==> src/rtl/isc_pkg.sv <==
package isc_pkg;
    typedef enum logic [0:0] {
        ST_IDLE = 1'b0,
        ST_SCAN = 1'b1
    } scan_state_e;

    localparam logic [7:0] STAT_OK     = 8'h00;
    localparam logic [7:0] STAT_BADARG = 8'hFD;
    localparam logic [7:0] PRIO_MASKED = 8'hFF;
endpackage

==> src/rtl/isc_src_slot.sv <==
module isc_src_slot #(
    parameter int SRV_W = 2
) (
    input  logic             clk,
    input  logic             rst_n,
    input  logic             wr_en_i,
    input  logic [SRV_W-1:0] wr_srv_i,
    input  logic [7:0]       wr_prio_i,
    input  logic             set_mp_i,
    input  logic             clr_mp_i,
    input  logic             set_rj_i,
    input  logic             clr_rj_i,
    output logic [SRV_W-1:0] srv_o,
    output logic [7:0]       prio_o,
    output logic             mp_o,
    output logic             rj_o
);
    import isc_pkg::*;

    always_ff @(posedge clk) begin
        if (!rst_n) begin
            srv_o  <= '0;
            prio_o <= PRIO_MASKED;
            mp_o   <= 1'b0;
            rj_o   <= 1'b0;
        end else begin
            if (wr_en_i) begin
                srv_o  <= wr_srv_i;
                prio_o <= wr_prio_i;
            end
            // a set in the same cycle as a clear wins
            if (set_mp_i)      mp_o <= 1'b1;
            else if (clr_mp_i) mp_o <= 1'b0;
            if (set_rj_i)      rj_o <= 1'b1;
            else if (clr_rj_i) rj_o <= 1'b0;
        end
    end
endmodule

==> src/rtl/isc_scan_ctrl.sv <==
module isc_scan_ctrl #(
    parameter int NSRC   = 8,
    parameter int SRV_W  = 2,
    parameter int NUM_W  = 8,
    parameter int OFFSET = 16,
    localparam int IDX_W = (NSRC > 1) ? $clog2(NSRC) : 1
) (
    input  logic                       clk,
    input  logic                       rst_n,
    input  logic [NSRC-1:0]            evt_i,
    input  logic [NSRC-1:0][7:0]       prio_i,
    input  logic [NSRC-1:0][SRV_W-1:0] srv_i,
    input  logic [NSRC-1:0]            mp_i,
    input  logic [NSRC-1:0]            rj_i,
    input  logic                       wr_ok_i,
    input  logic [IDX_W-1:0]           wr_idx_i,
    input  logic [SRV_W-1:0]           wr_srv_i,
    input  logic [7:0]                 wr_prio_i,
    input  logic                       resend_i,
    input  logic                       req_ready_i,
    output logic [NSRC-1:0]            set_mp_o,
    output logic [NSRC-1:0]            clr_mp_o,
    output logic [NSRC-1:0]            set_rj_o,
    output logic [NSRC-1:0]            clr_rj_o,
    output logic                       req_valid_o,
    output logic [SRV_W-1:0]           req_srv_o,
    output logic [NUM_W-1:0]           req_num_o,
    output logic [7:0]                 req_prio_o
);
    import isc_pkg::*;

    scan_state_e      state_q, state_d;
    logic [IDX_W-1:0] idx_q;
    logic [NSRC-1:0]  masked, ev_unm, ev_first, wr_hot, scan_hot;
    logic [IDX_W-1:0] evt_idx;
    logic out_free, slot_free, issue_evt, wr_replay, wr_issue;
    logic scan_on, cur_rej, cur_mask, scan_issue, scan_adv, last_idx;

    always_comb begin
        evt_idx = '0;
        for (int i = 0; i < NSRC; i++) begin
            masked[i] = (prio_i[i] == PRIO_MASKED);
            if (ev_first[i]) evt_idx = IDX_W'(i);
        end
    end

    assign out_free  = !req_valid_o || req_ready_i;
    assign slot_free = (state_q == ST_IDLE) && out_free;
    assign ev_unm    = evt_i & ~masked;
    assign ev_first  = ev_unm & (~ev_unm + 1'b1);   // lowest set bit
    assign issue_evt = slot_free && (|ev_unm);
    assign wr_hot    = NSRC'(1) << wr_idx_i;
    assign wr_replay = wr_ok_i && mp_i[wr_idx_i] && (wr_prio_i != PRIO_MASKED);
    assign wr_issue  = wr_replay && slot_free && !issue_evt;

    assign scan_on    = (state_q == ST_SCAN);
    assign cur_rej    = rj_i[idx_q];
    assign cur_mask   = masked[idx_q];
    assign scan_issue = scan_on && cur_rej && !cur_mask && out_free;
    assign scan_adv   = scan_on && (!cur_rej || cur_mask || out_free);
    assign last_idx   = (idx_q == IDX_W'(NSRC - 1));
    assign scan_hot   = NSRC'(1) << idx_q;

    assign set_mp_o = evt_i & masked;
    assign clr_mp_o = wr_replay ? wr_hot : '0;
    assign set_rj_o = (ev_unm & ~(issue_evt ? ev_first : '0))
                    | ((wr_replay && !wr_issue) ? wr_hot : '0);
    assign clr_rj_o = (scan_on && cur_rej && scan_adv) ? scan_hot : '0;

    // state register
    always_ff @(posedge clk) begin
        if (!rst_n) state_q <= ST_IDLE;
        else        state_q <= state_d;
    end

    // transitions: START_SCAN, STEP, STALL, FINISH_SCAN
    always_comb begin
        state_d = state_q;
        unique case (state_q)
            ST_IDLE: if (resend_i) state_d = ST_SCAN;
            ST_SCAN: if (scan_adv && last_idx) state_d = ST_IDLE;
            default: state_d = ST_IDLE;
        endcase
    end

    // outputs: scan index and request register
    always_ff @(posedge clk) begin
        if (!rst_n) begin
            idx_q       <= '0;
            req_valid_o <= 1'b0;
            req_srv_o   <= '0;
            req_num_o   <= '0;
            req_prio_o  <= '0;
        end else begin
            if (state_q == ST_IDLE)
                idx_q <= '0;
            else if (scan_adv)
                idx_q <= last_idx ? '0 : idx_q + 1'b1;

            if (issue_evt) begin
                req_valid_o <= 1'b1;
                req_srv_o   <= srv_i[evt_idx];
                req_num_o   <= NUM_W'(OFFSET) + NUM_W'(evt_idx);
                req_prio_o  <= prio_i[evt_idx];
            end else if (wr_issue) begin
                req_valid_o <= 1'b1;
                req_srv_o   <= wr_srv_i;
                req_num_o   <= NUM_W'(OFFSET) + NUM_W'(wr_idx_i);
                req_prio_o  <= wr_prio_i;
            end else if (scan_issue) begin
                req_valid_o <= 1'b1;
                req_srv_o   <= srv_i[idx_q];
                req_num_o   <= NUM_W'(OFFSET) + NUM_W'(idx_q);
                req_prio_o  <= prio_i[idx_q];
            end else if (req_ready_i) begin
                req_valid_o <= 1'b0;
            end
        end
    end
endmodule

==> src/rtl/isc_source_ctrl.sv <==
module isc_source_ctrl #(
    parameter int NSRC     = 8,
    parameter int NSERVERS = 4,
    parameter int NUM_W    = 8,
    parameter int SRV_IN_W = 8,
    parameter int OFFSET   = 16,
    localparam int SRV_W   = (NSERVERS > 1) ? $clog2(NSERVERS) : 1,
    localparam int IDX_W   = (NSRC > 1) ? $clog2(NSRC) : 1
) (
    input  logic                clk,
    input  logic                rst_n,
    input  logic [NSRC-1:0]     src_evt_i,
    output logic                req_valid_o,
    input  logic                req_ready_i,
    output logic [SRV_W-1:0]    req_server_o,
    output logic [NUM_W-1:0]    req_num_o,
    output logic [7:0]          req_prio_o,
    input  logic                rej_valid_i,
    input  logic [NUM_W-1:0]    rej_num_i,
    input  logic                resend_i,
    input  logic                cfg_wr_i,
    input  logic                cfg_rd_i,
    input  logic [NUM_W-1:0]    cfg_num_i,
    input  logic [SRV_IN_W-1:0] cfg_server_i,
    input  logic [8:0]          cfg_prio_i,
    output logic                cfg_done_o,
    output logic [7:0]          cfg_status_o,
    output logic [SRV_W-1:0]    cfg_rd_server_o,
    output logic [7:0]          cfg_rd_prio_o
);
    import isc_pkg::*;

    logic [NSRC-1:0][7:0]       prio_all;
    logic [NSRC-1:0][SRV_W-1:0] srv_all;
    logic [NSRC-1:0]            mp_all, rj_all;
    logic [NSRC-1:0]            set_mp, clr_mp, set_rj, clr_rj;
    logic cfg_num_ok, srv_ok, prio_ok, wr_ok, rej_ok;
    logic [IDX_W-1:0] cfg_idx, rej_idx;

    assign cfg_num_ok = (int'(cfg_num_i) >= OFFSET) && (int'(cfg_num_i) < OFFSET + NSRC);
    assign rej_ok     = rej_valid_i && (int'(rej_num_i) >= OFFSET)
                                    && (int'(rej_num_i) < OFFSET + NSRC);
    assign srv_ok     = int'(cfg_server_i) < NSERVERS;
    assign prio_ok    = (cfg_prio_i <= 9'd255);
    assign wr_ok      = cfg_wr_i && cfg_num_ok && srv_ok && prio_ok;
    assign cfg_idx    = IDX_W'(cfg_num_i - NUM_W'(OFFSET));
    assign rej_idx    = IDX_W'(rej_num_i - NUM_W'(OFFSET));

    for (genvar g = 0; g < NSRC; g++) begin : g_slot
        isc_src_slot #(.SRV_W(SRV_W)) u_slot (
            .clk       (clk),
            .rst_n     (rst_n),
            .wr_en_i   (wr_ok && (cfg_idx == IDX_W'(g))),
            .wr_srv_i  (SRV_W'(cfg_server_i)),
            .wr_prio_i (cfg_prio_i[7:0]),
            .set_mp_i  (set_mp[g]),
            .clr_mp_i  (clr_mp[g]),
            .set_rj_i  (set_rj[g] | (rej_ok && (rej_idx == IDX_W'(g)))),
            .clr_rj_i  (clr_rj[g]),
            .srv_o     (srv_all[g]),
            .prio_o    (prio_all[g]),
            .mp_o      (mp_all[g]),
            .rj_o      (rj_all[g])
        );
    end

    isc_scan_ctrl #(
        .NSRC(NSRC), .SRV_W(SRV_W), .NUM_W(NUM_W), .OFFSET(OFFSET)
    ) u_ctrl (
        .clk         (clk),
        .rst_n       (rst_n),
        .evt_i       (src_evt_i),
        .prio_i      (prio_all),
        .srv_i       (srv_all),
        .mp_i        (mp_all),
        .rj_i        (rj_all),
        .wr_ok_i     (wr_ok),
        .wr_idx_i    (cfg_idx),
        .wr_srv_i    (SRV_W'(cfg_server_i)),
        .wr_prio_i   (cfg_prio_i[7:0]),
        .resend_i    (resend_i),
        .req_ready_i (req_ready_i),
        .set_mp_o    (set_mp),
        .clr_mp_o    (clr_mp),
        .set_rj_o    (set_rj),
        .clr_rj_o    (clr_rj),
        .req_valid_o (req_valid_o),
        .req_srv_o   (req_server_o),
        .req_num_o   (req_num_o),
        .req_prio_o  (req_prio_o)
    );

    // configuration response, one cycle after the command
    always_ff @(posedge clk) begin
        if (!rst_n) begin
            cfg_done_o      <= 1'b0;
            cfg_status_o    <= STAT_OK;
            cfg_rd_server_o <= '0;
            cfg_rd_prio_o   <= '0;
        end else begin
            cfg_done_o      <= cfg_wr_i || cfg_rd_i;
            cfg_rd_server_o <= '0;
            cfg_rd_prio_o   <= '0;
            if (cfg_wr_i) begin
                cfg_status_o <= wr_ok ? STAT_OK : STAT_BADARG;
            end else if (cfg_rd_i) begin
                cfg_status_o <= cfg_num_ok ? STAT_OK : STAT_BADARG;
                if (cfg_num_ok) begin
                    cfg_rd_server_o <= srv_all[cfg_idx];
                    cfg_rd_prio_o   <= prio_all[cfg_idx];
                end
            end
        end
    end
endmodule

==> config.mk <==
export PLATFORM = sky130hd
export DESIGN_NAME = isc_source_ctrl
export DESIGN_NICKNAME = d
export VERILOG_FILES = /design/src/rtl/isc_pkg.sv /design/src/rtl/isc_src_slot.sv /design/src/rtl/isc_scan_ctrl.sv /design/src/rtl/isc_source_ctrl.sv
export SDC_FILE = /design/constraint.sdc
export NUM_CORES = 1
export LEC_CHECK = 0
export BUFFER_PORTS_ARGS = -buffer_cell sky130_fd_sc_hd__buf_2
export CORE_ASPECT_RATIO = 1.4
export CORE_MARGIN = 3
export CORE_UTILIZATION = 59
export DETAILED_ROUTE_END_ITERATION = 10
export PLACE_DENSITY = 0.86
export SETUP_SLACK_MARGIN = 0.15
export SYNTH_ARGS = -nofsm -noshare
export SYNTH_HDL_FRONTEND = slang
export SYNTH_SLANG_ARGS = --single-unit
==> constraint.sdc <==
create_clock -name clk -period 3.3 [get_ports clk]
set_input_delay 0.165 -clock clk [delete_from_list [all_inputs] [get_ports clk]]
set_output_delay 0.165 -clock clk [all_outputs]
set_load 0.01 [all_outputs]
==> summary.txt, run 1 <==
Power
  • Peak supply drop: 318 uV
  • Total power: 3.89 mW
  • Pleak: 3.65 nW
  • Pwr dens: 454 nW/um^2

Yosys
  • Post-synth EDFFs: 0
  • Largest cells by area after synthesis: dfxtp_1 (34%), mux4_2 (17%), nand2_1 (10%), mux2i_1 (6.2%), nand3_1 (3.5%)
  • Register area share after synthesis: 34.2%
  • Mapped Area: 7440 um^2
  • Asr flop ratio synth: 0%
  • Avg Inst Size Synth: 9.05 um^2
  • Top FF cell, synth: dfxtp_1
  • Synth warn: 0
  • Area share of the largest cell type after synthesis: 34.2%
  • Netlist cell types: 58
  • Post-Syn Instances: 822
  • Yosys reg bits: 127
  • Leading area contributor after synthesis: dfxtp_1

Final layout
  • Antenna Cells: 0
  • Commonest non-fill, non-tap cells in the layout: nand2_1 (203), dfxtp_1 (126), buf_2 (80)
  • Final core occ: 71.2%
  • Fin nets: 940
  • Area of the multi-input gates: 4550 um^2
  • Post-route insts no fill: 1045
  • Area Growth Syn to Fin: 15.4%
  • Layout cells sized above 1: 24.9%
  • Commonest non-fill, non-tap cell in the layout: nand2_1
  • Layout fillers: 883
  • Reg area: 2540 um^2

Floorplanning
  • Die ar.: 14000 um^2
  • Row cnt: 47
  • Die span in x: 101 um
  • Core Region: 12100 um^2
  • Io pins: 86
  • Initial Util: 61.7%
  • Chip Height: 139 um

Global routing
  • Pin count of the biggest net entering global routing: 72
  • Total gr overflow: 0
  • Vias in the first global route: 7240
  • GRT Overall Usage: 36.9%
  • First-pass GRT wire length: 39.3 mm
  • Initial antenna violation count: 0

STA
  • Fmax: 0.339 GHz
  • RSZ-0062 raised after global routing: false
  • Hold Fails Final Rpt: 0
  • Rel. slew slack: 40.6%
  • Total negative setup slack: 0 ns
  • Worst Tran Pin Value: 0.888 ns
  • Pins Over Slew Limit: 0
  • Final setup viols: 0
  • Fin worst setup slack: 0.354 ns
  • Final clock skew: 0.00992 ns
  • Final Critical Period: 2.95 ns
  • Final period utilization: 89.3%

Clock network
  • Clock-pin transition on the worst setup and hold timing paths: 0.06 ns
  • Clock Tree Buf Depth: 2
  • Post-CTS Hold Fix Bufs: 0
  • Skew-Pair Late Insertion Delay: 0.42 ns
  • CTS resizes: 0
  • TritonCTS Sinks: 127
  • H-Tree Depth: 4
  • Total CTS buffers: 17
  • Root Driver: clkbuf_16
  • Post-CTS Setup Bufs: 0
  • CTS tree: yes

Place
  • RePlAce Congestion: 1.00
  • Inst Count DP: 1014
  • Number of buffers added on ports: 80
  • Post-DP HPWL: 17.4 mm
  • Post-place setup slack: 0.505 ns

Worst setup path
  • Slowest-stage cell, CP: dfxtp_1
  • Worst Path Arrival: 3.23 ns
  • Delay-heaviest family, CP: compound AO/OA/AOI/OAI gates
  • Crit path cell chain: nand4_1 -> o21ai_1 -> or2b_1 -> a21oi_1 -> o31a_1 -> buf_4 -> mux2_4 -> a221oi_2 -> a31oi_1
  • Worst path max stage delay: 0.41 ns
  • FF-to-FF setup slack: 0.35 ns
  • Crit end category: flop
  • CP Class: flop to flop
  • WP data required: 3.59 ns
  • CP startpoint kind: flop
  • Buf/Inv on CP: 1
  • Crit-path max FO: 7

Drt
  • DR pass1 iterations: 8
  • Antenna-violating nets left: 0
  • WL final: 26.2 mm
  • Post-DR wirelength/cell: 25.0 um
  • DRC viols: 0
  • Violation count after the first detailed-route iteration: 1034
  • Vias per inst: 7.04
  • DR vias: 7362

Run status
  • Run status: completed

Min path
  • Min-delay worst type: input pin to flop

Run
  • Max Cap Viol: 0
==> layout make-up <==
cell class              instances  share of cell area (%)
repair buffers                106                    7.09
multi-input cells             625                    53.0
clock buffers                  23                    5.69
inverters                       9                   0.394
clock inverters                 8                    2.06
well taps                     147                    2.14
flip-flops and latches        127                    29.6
==> tightest hold or removal path: stages <==
cell     delay (ns)
buf_2          0.10
nor2_1         0.05
nor2b_1        0.09
==> per-layer routing <==
metal  vias to the layer above  routed length, um  track usage, %
li1                       3116                  -               -
met2                       620              12200            58.5
met5                         -                  0               0
met1                      3397               8420            41.1
met4                         0               2680            30.3
met3                       229               2810            8.91
==> sequential cells by signal, summed over array words and instances (netlist names), 2 cells and up <==
register,count
g_slot.u_slot.prio_o,64
g_slot.u_slot.srv_o,16
cfg_rd_prio_o,8
g_slot.u_slot.mp_o,8
g_slot.u_slot.rj_o,8
u_ctrl.req_prio_o,8
u_ctrl.req_num_o,4
u_ctrl.idx_q,3
cfg_rd_server_o,2
u_ctrl.req_srv_o,2
==> kinds of logic (layout without fill, tap and decap cells) <==
logic type      Yosys count  after routing  share of synthesized area (%)
flops                   127            127                           34.2
buf+inv                  74            146                           4.88
other cells               1              5                         0.0504
simple gates            369            369                           22.8
compound gates          136            136                           12.8
mux                     109            109                           24.3
fa+ha+maj                 6              6                           1.01
==> through the flow <==
step                instance area, um^2  hold WS, ns
global placement                   7920        0.443
floorplan                          7450        0.310
global route                       8580       0.0526
CTS                                8580       0.0149
finish                             8580       0.0123
detailed placement                 7920        0.439
==> power by group <==
| part | switching, mW | total, mW | leakage (nW) | internal, mW |
|---|---|---|---|---|
| Clock | 0.701 | 2.12 | 0.324 | 1.42 |
| Combinational | 0.134 | 0.212 | 2.29 | 0.0787 |
| Sequential | 0.0128 | 1.56 | 1.03 | 1.55 |
==> worst paths after layout <==
check | end | cells past startpoint | start
setup reg to reg | u_ctrl.req_srv_o[1] | 9 | g_slot[4].u_slot.prio_o[6]
hold reg to reg | u_ctrl.req_num_o[4] | 1 | u_ctrl.req_num_o[4]
setup / recovery | u_ctrl.req_srv_o[1] | 9 | g_slot[4].u_slot.prio_o[6]
hold / removal | cfg_done_o | 3 | cfg_rd_i
==> synthesized netlist by cell type (10+ instances only) <==
cell      number
nand3_1       52
mux2i_1       46
nor2b_1       11
a31oi_1       10
nor2_1        40
clkbuf_1      37
dfxtp_1      127
a21boi_0      26
nand2_1      203
o21ai_0       26
buf_4         17
nand4_1       16
a21oi_1       26
mux4_2        56
Power figures use the tool's default switching activity.
==> run 2: changes to the inputs <==
--- a/config.mk
+++ b/config.mk
@@ -8,10 +8,11 @@
 export BUFFER_PORTS_ARGS = -buffer_cell sky130_fd_sc_hd__buf_2
 export CORE_ASPECT_RATIO = 1.4
 export CORE_MARGIN = 3
-export CORE_UTILIZATION = 59
+export CORE_UTILIZATION = 60
 export DETAILED_ROUTE_END_ITERATION = 10
-export PLACE_DENSITY = 0.86
+export PLACE_DENSITY = 0.87
 export SETUP_SLACK_MARGIN = 0.15
 export SYNTH_ARGS = -nofsm -noshare
 export SYNTH_HDL_FRONTEND = slang
+export SYNTH_HIERARCHICAL = 1
 export SYNTH_SLANG_ARGS = --single-unit
==> run 2 against run 1 <==
  * Clock skew down 0.0023 ns
  * Utilization shrank 0.97 points
  * Die area rose by 3.3%
  * Flip-flop and latch count unchanged
  * Power down 4.9%
  * Sequential share of layout area down 0.78 points
  * Critical path depth stayed put
  * Combinational power up 13%
  * Cell area up 2.7%
  * Final cell count down 0.29%
==> summary.txt, run 2 <==
Run status
  • Run status: completed

Power
  • Clock power frac: 51.6%
  • Pleak: 3.71 nW
  • NetSw: 898 uW
  • Seq pwr share: 41.9%
  • Total power: 3.70 mW
  • Sw Ratio: 24.2%
  • Int Power: 2.81 mW
  • Logic pwr share: 6.5%
  • Peak supply drop: 295 uV
  • Pwr dens: 420 nW/um^2

Floorplanning
  • Initial Util: 62.3%
  • Row cnt: 48
  • Die span in x: 103 um
  • Chip Height: 141 um
  • Core Region: 12600 um^2
  • Io pins: 86
  • Die ar.: 14500 um^2

Final layout
  • Commonest non-fill, non-tap cells in the layout: mux2i_1 (162), dfxtp_1 (126), nand2_1 (116)
  • Register name with the most flops: g_slot.u_slot/prio_o
  • Post-route insts no fill: 1042
  • Area Growth Syn to Fin: 12.6%
  • Final core occ: 70.2%
  • Commonest non-fill, non-tap cell in the layout: mux2i_1
  • Fin nets: 933
  • Antenna Cells: 0
  • Top flop regs: g_slot.u_slot/prio_o: 64 flops, g_slot.u_slot/srv_o: 16 flops
  • Largest register FFs: 64
  • Layout cells sized above 1: 23.4%

Drt
  • DRC viols: 0
  • Vias per inst: 6.90
  • Antenna-violating nets left: 0
  • WL final: 24.4 mm
  • DR vias: 7188
  • Post-DR wirelength/cell: 23.4 um
  • Violation count after the first detailed-route iteration: 959
  • DR pass1 iterations: 6

STA
  • Final Hold Slack: 0.0340 ns
  • Worst Tran Pin Value: 1.08 ns
  • Hold Fails Final Rpt: 0
  • Total negative setup slack: 0 ns
  • Fmax: 0.343 GHz
  • Final Critical Period: 2.92 ns
  • Rel. slew slack: 27.8%
  • Final period utilization: 88.4%
  • Final clock skew: 0.00764 ns
  • Final setup viols: 0
  • RSZ-0062 raised after global routing: false
  • Pins Over Slew Limit: 0

Yosys
  • Most numerous cell in the Yosys netlist: mux2i_1
  • Leading area contributor after synthesis: dfxtp_1
  • Synth warn: 6
  • Area share of the largest cell type after synthesis: 32.5%
  • XOR/XNOR Fraction of Synth Area: 0%
  • Yosys reg bits: 127
  • Register area share after synthesis: 32.5%
  • Synth Area in Simple Gates: 17.4%
  • Top FF cell, synth: dfxtp_1
  • Synth Area in Adders: 0.959%
  • Netlist cell types: 60
  • Mapped Area: 7830 um^2
  • Avg Inst Size Synth: 9.54 um^2
  • Synth Area in Compound Gates: 12.7%
  • Mux contribution to synthesized area: 29.9%
  • Largest family of logic cells by synthesized area: multiplexers
  • Top post-synthesis cells by count: mux2i_1 (162), dfxtp_1 (127), nand2_1 (116)
  • Largest cells by area after synthesis: dfxtp_1 (32%), mux2i_1 (21%), mux4_2 (7.5%), nand2_1 (5.6%), nor2b_1 (2.8%)
  • Post-synth EDFFs: 0
  • Post-Syn Instances: 820
  • Asr flop ratio synth: 0%

Clock network
  • Total CTS buffers: 17
  • Post-CTS Setup Bufs: 0
  • Post-CTS Hold Fix Bufs: 0
  • Clock-pin transition on the worst setup and hold timing paths: 0.06 ns
  • Skew-Pair Late Insertion Delay: 0.43 ns
  • Root Driver: clkbuf_16
  • TritonCTS Sinks: 127
  • CTS resizes: 0
  • Clock Tree Buf Depth: 2
  • H-Tree Depth: 4
  • CTS tree: yes

Place
  • Inst Count DP: 1010
  • RePlAce Congestion: 1.02
  • Number of buffers added on ports: 80
  • Post-DP HPWL: 16.6 mm

Worst setup path
  • Crit-path most repeated cell: mux2i_1
  • Crit end category: flop
  • Crit path cell chain: nand4_1 -> or2_1 -> a222oi_1 -> o21ai_4 -> buf_12 -> mux2i_1 -> mux2i_1 -> a221oi_1 -> a31oi_1
  • WP data required: 3.56 ns
  • CP Class: flop to flop
  • Crit-path max FO: 37
  • CP startpoint kind: flop
  • FF-to-FF setup slack: 0.38 ns
  • Slowest-stage cell, CP: a222oi_1
  • Worst Path Arrival: 3.18 ns
  • Worst path max stage delay: 0.51 ns

Global routing
  • Most used routing layer: met2
  • Pin count of the biggest net entering global routing: 68
  • GRT Overall Usage: 34.2%
  • Met2 Use GR: 56.4%
  • Initial antenna violation count: 0
  • Total gr overflow: 0
  • Vias in the first global route: 7151
  • M1 GR Usage: 37.8%
  • Met3 Usage GRT: 7.23%
  • First-pass GRT wire length: 37.7 mm

Run
  • Max Cap Viol: 0

Min path
  • Min-delay worst type: input pin to flop
## run 2: changes by cell type after synthesis, sizes merged, moves of 24 or more
cell    delta
buf       +29
mux4      -30
clkbuf    -30
nand2     -86
a21boi    -25
nand3     -49
mux2i    +115
nor2b     +24
## run 2: cells by family after synthesis
family | count (synthesis)
other cells | 2
fa+ha+maj | 6
compound gates | 138
mux | 200
flops | 127
buf+inv | 82
simple gates | 265
## run 2: worst max-delay path: cells and delay by family (launching register included)
family	cells	cell delay [ns]
compound gates	4	1.13
simple gates	2	0.56
flops	1	0.43
mux	2	0.36
buf+inv	1	0.22
## run 2: layout make-up
cell class | count | area, um^2
sequential | 127 | 2540
tap | 150 | 188
multi-input combinational | 614 | 4840
clock inverter | 12 | 134
inverter | 18 | 67.6
timing repair buffer | 101 | 571
fill | 906 | 3740
clock buffer | 20 | 467
## run 2: final timing paths
path	startpoint	to	cells past startpoint
hold reg to reg	u_ctrl/req_num_o[4]	u_ctrl/req_num_o[4]	2
setup / recovery	g_slot[4].u_slot/prio_o[5]	u_ctrl/req_prio_o[4]	9
setup reg to reg	g_slot[4].u_slot/prio_o[5]	u_ctrl/req_prio_o[4]	9
hold / removal	cfg_rd_i	cfg_done_o	2
## run 2: power groups by stage
| stage | combinational (mW) | clock [mW] | sequential, mW |
|---|---|---|---|
| floorplan | 0.148 | 0 | 1.59 |
| detailed placement | 0.235 | 0 | 1.59 |
| global route | 0.253 | 1.99 | 1.55 |
| CTS | 0.236 | 1.92 | 1.55 |
| finish | 0.240 | 1.91 | 1.55 |
| global placement | 0.231 | 0 | 1.59 |
## run 2: metal layers
layer	vias to the layer above	share of wire, %
met5	-	0
met4	0	8.6
met3	162	9.2
met2	564	48
met1	3353	34
li1	3109	-
## run 2: per-stage QoR
step | area (um^2) | setup slack (ns)
after global placement | 8210 | 0.471
after detailed placement | 8210 | 0.425
after global routing | 8810 | 0.252
final | 8810 | 0.382
after floorplan | 7840 | 1.03
after CTS | 8810 | 0.469
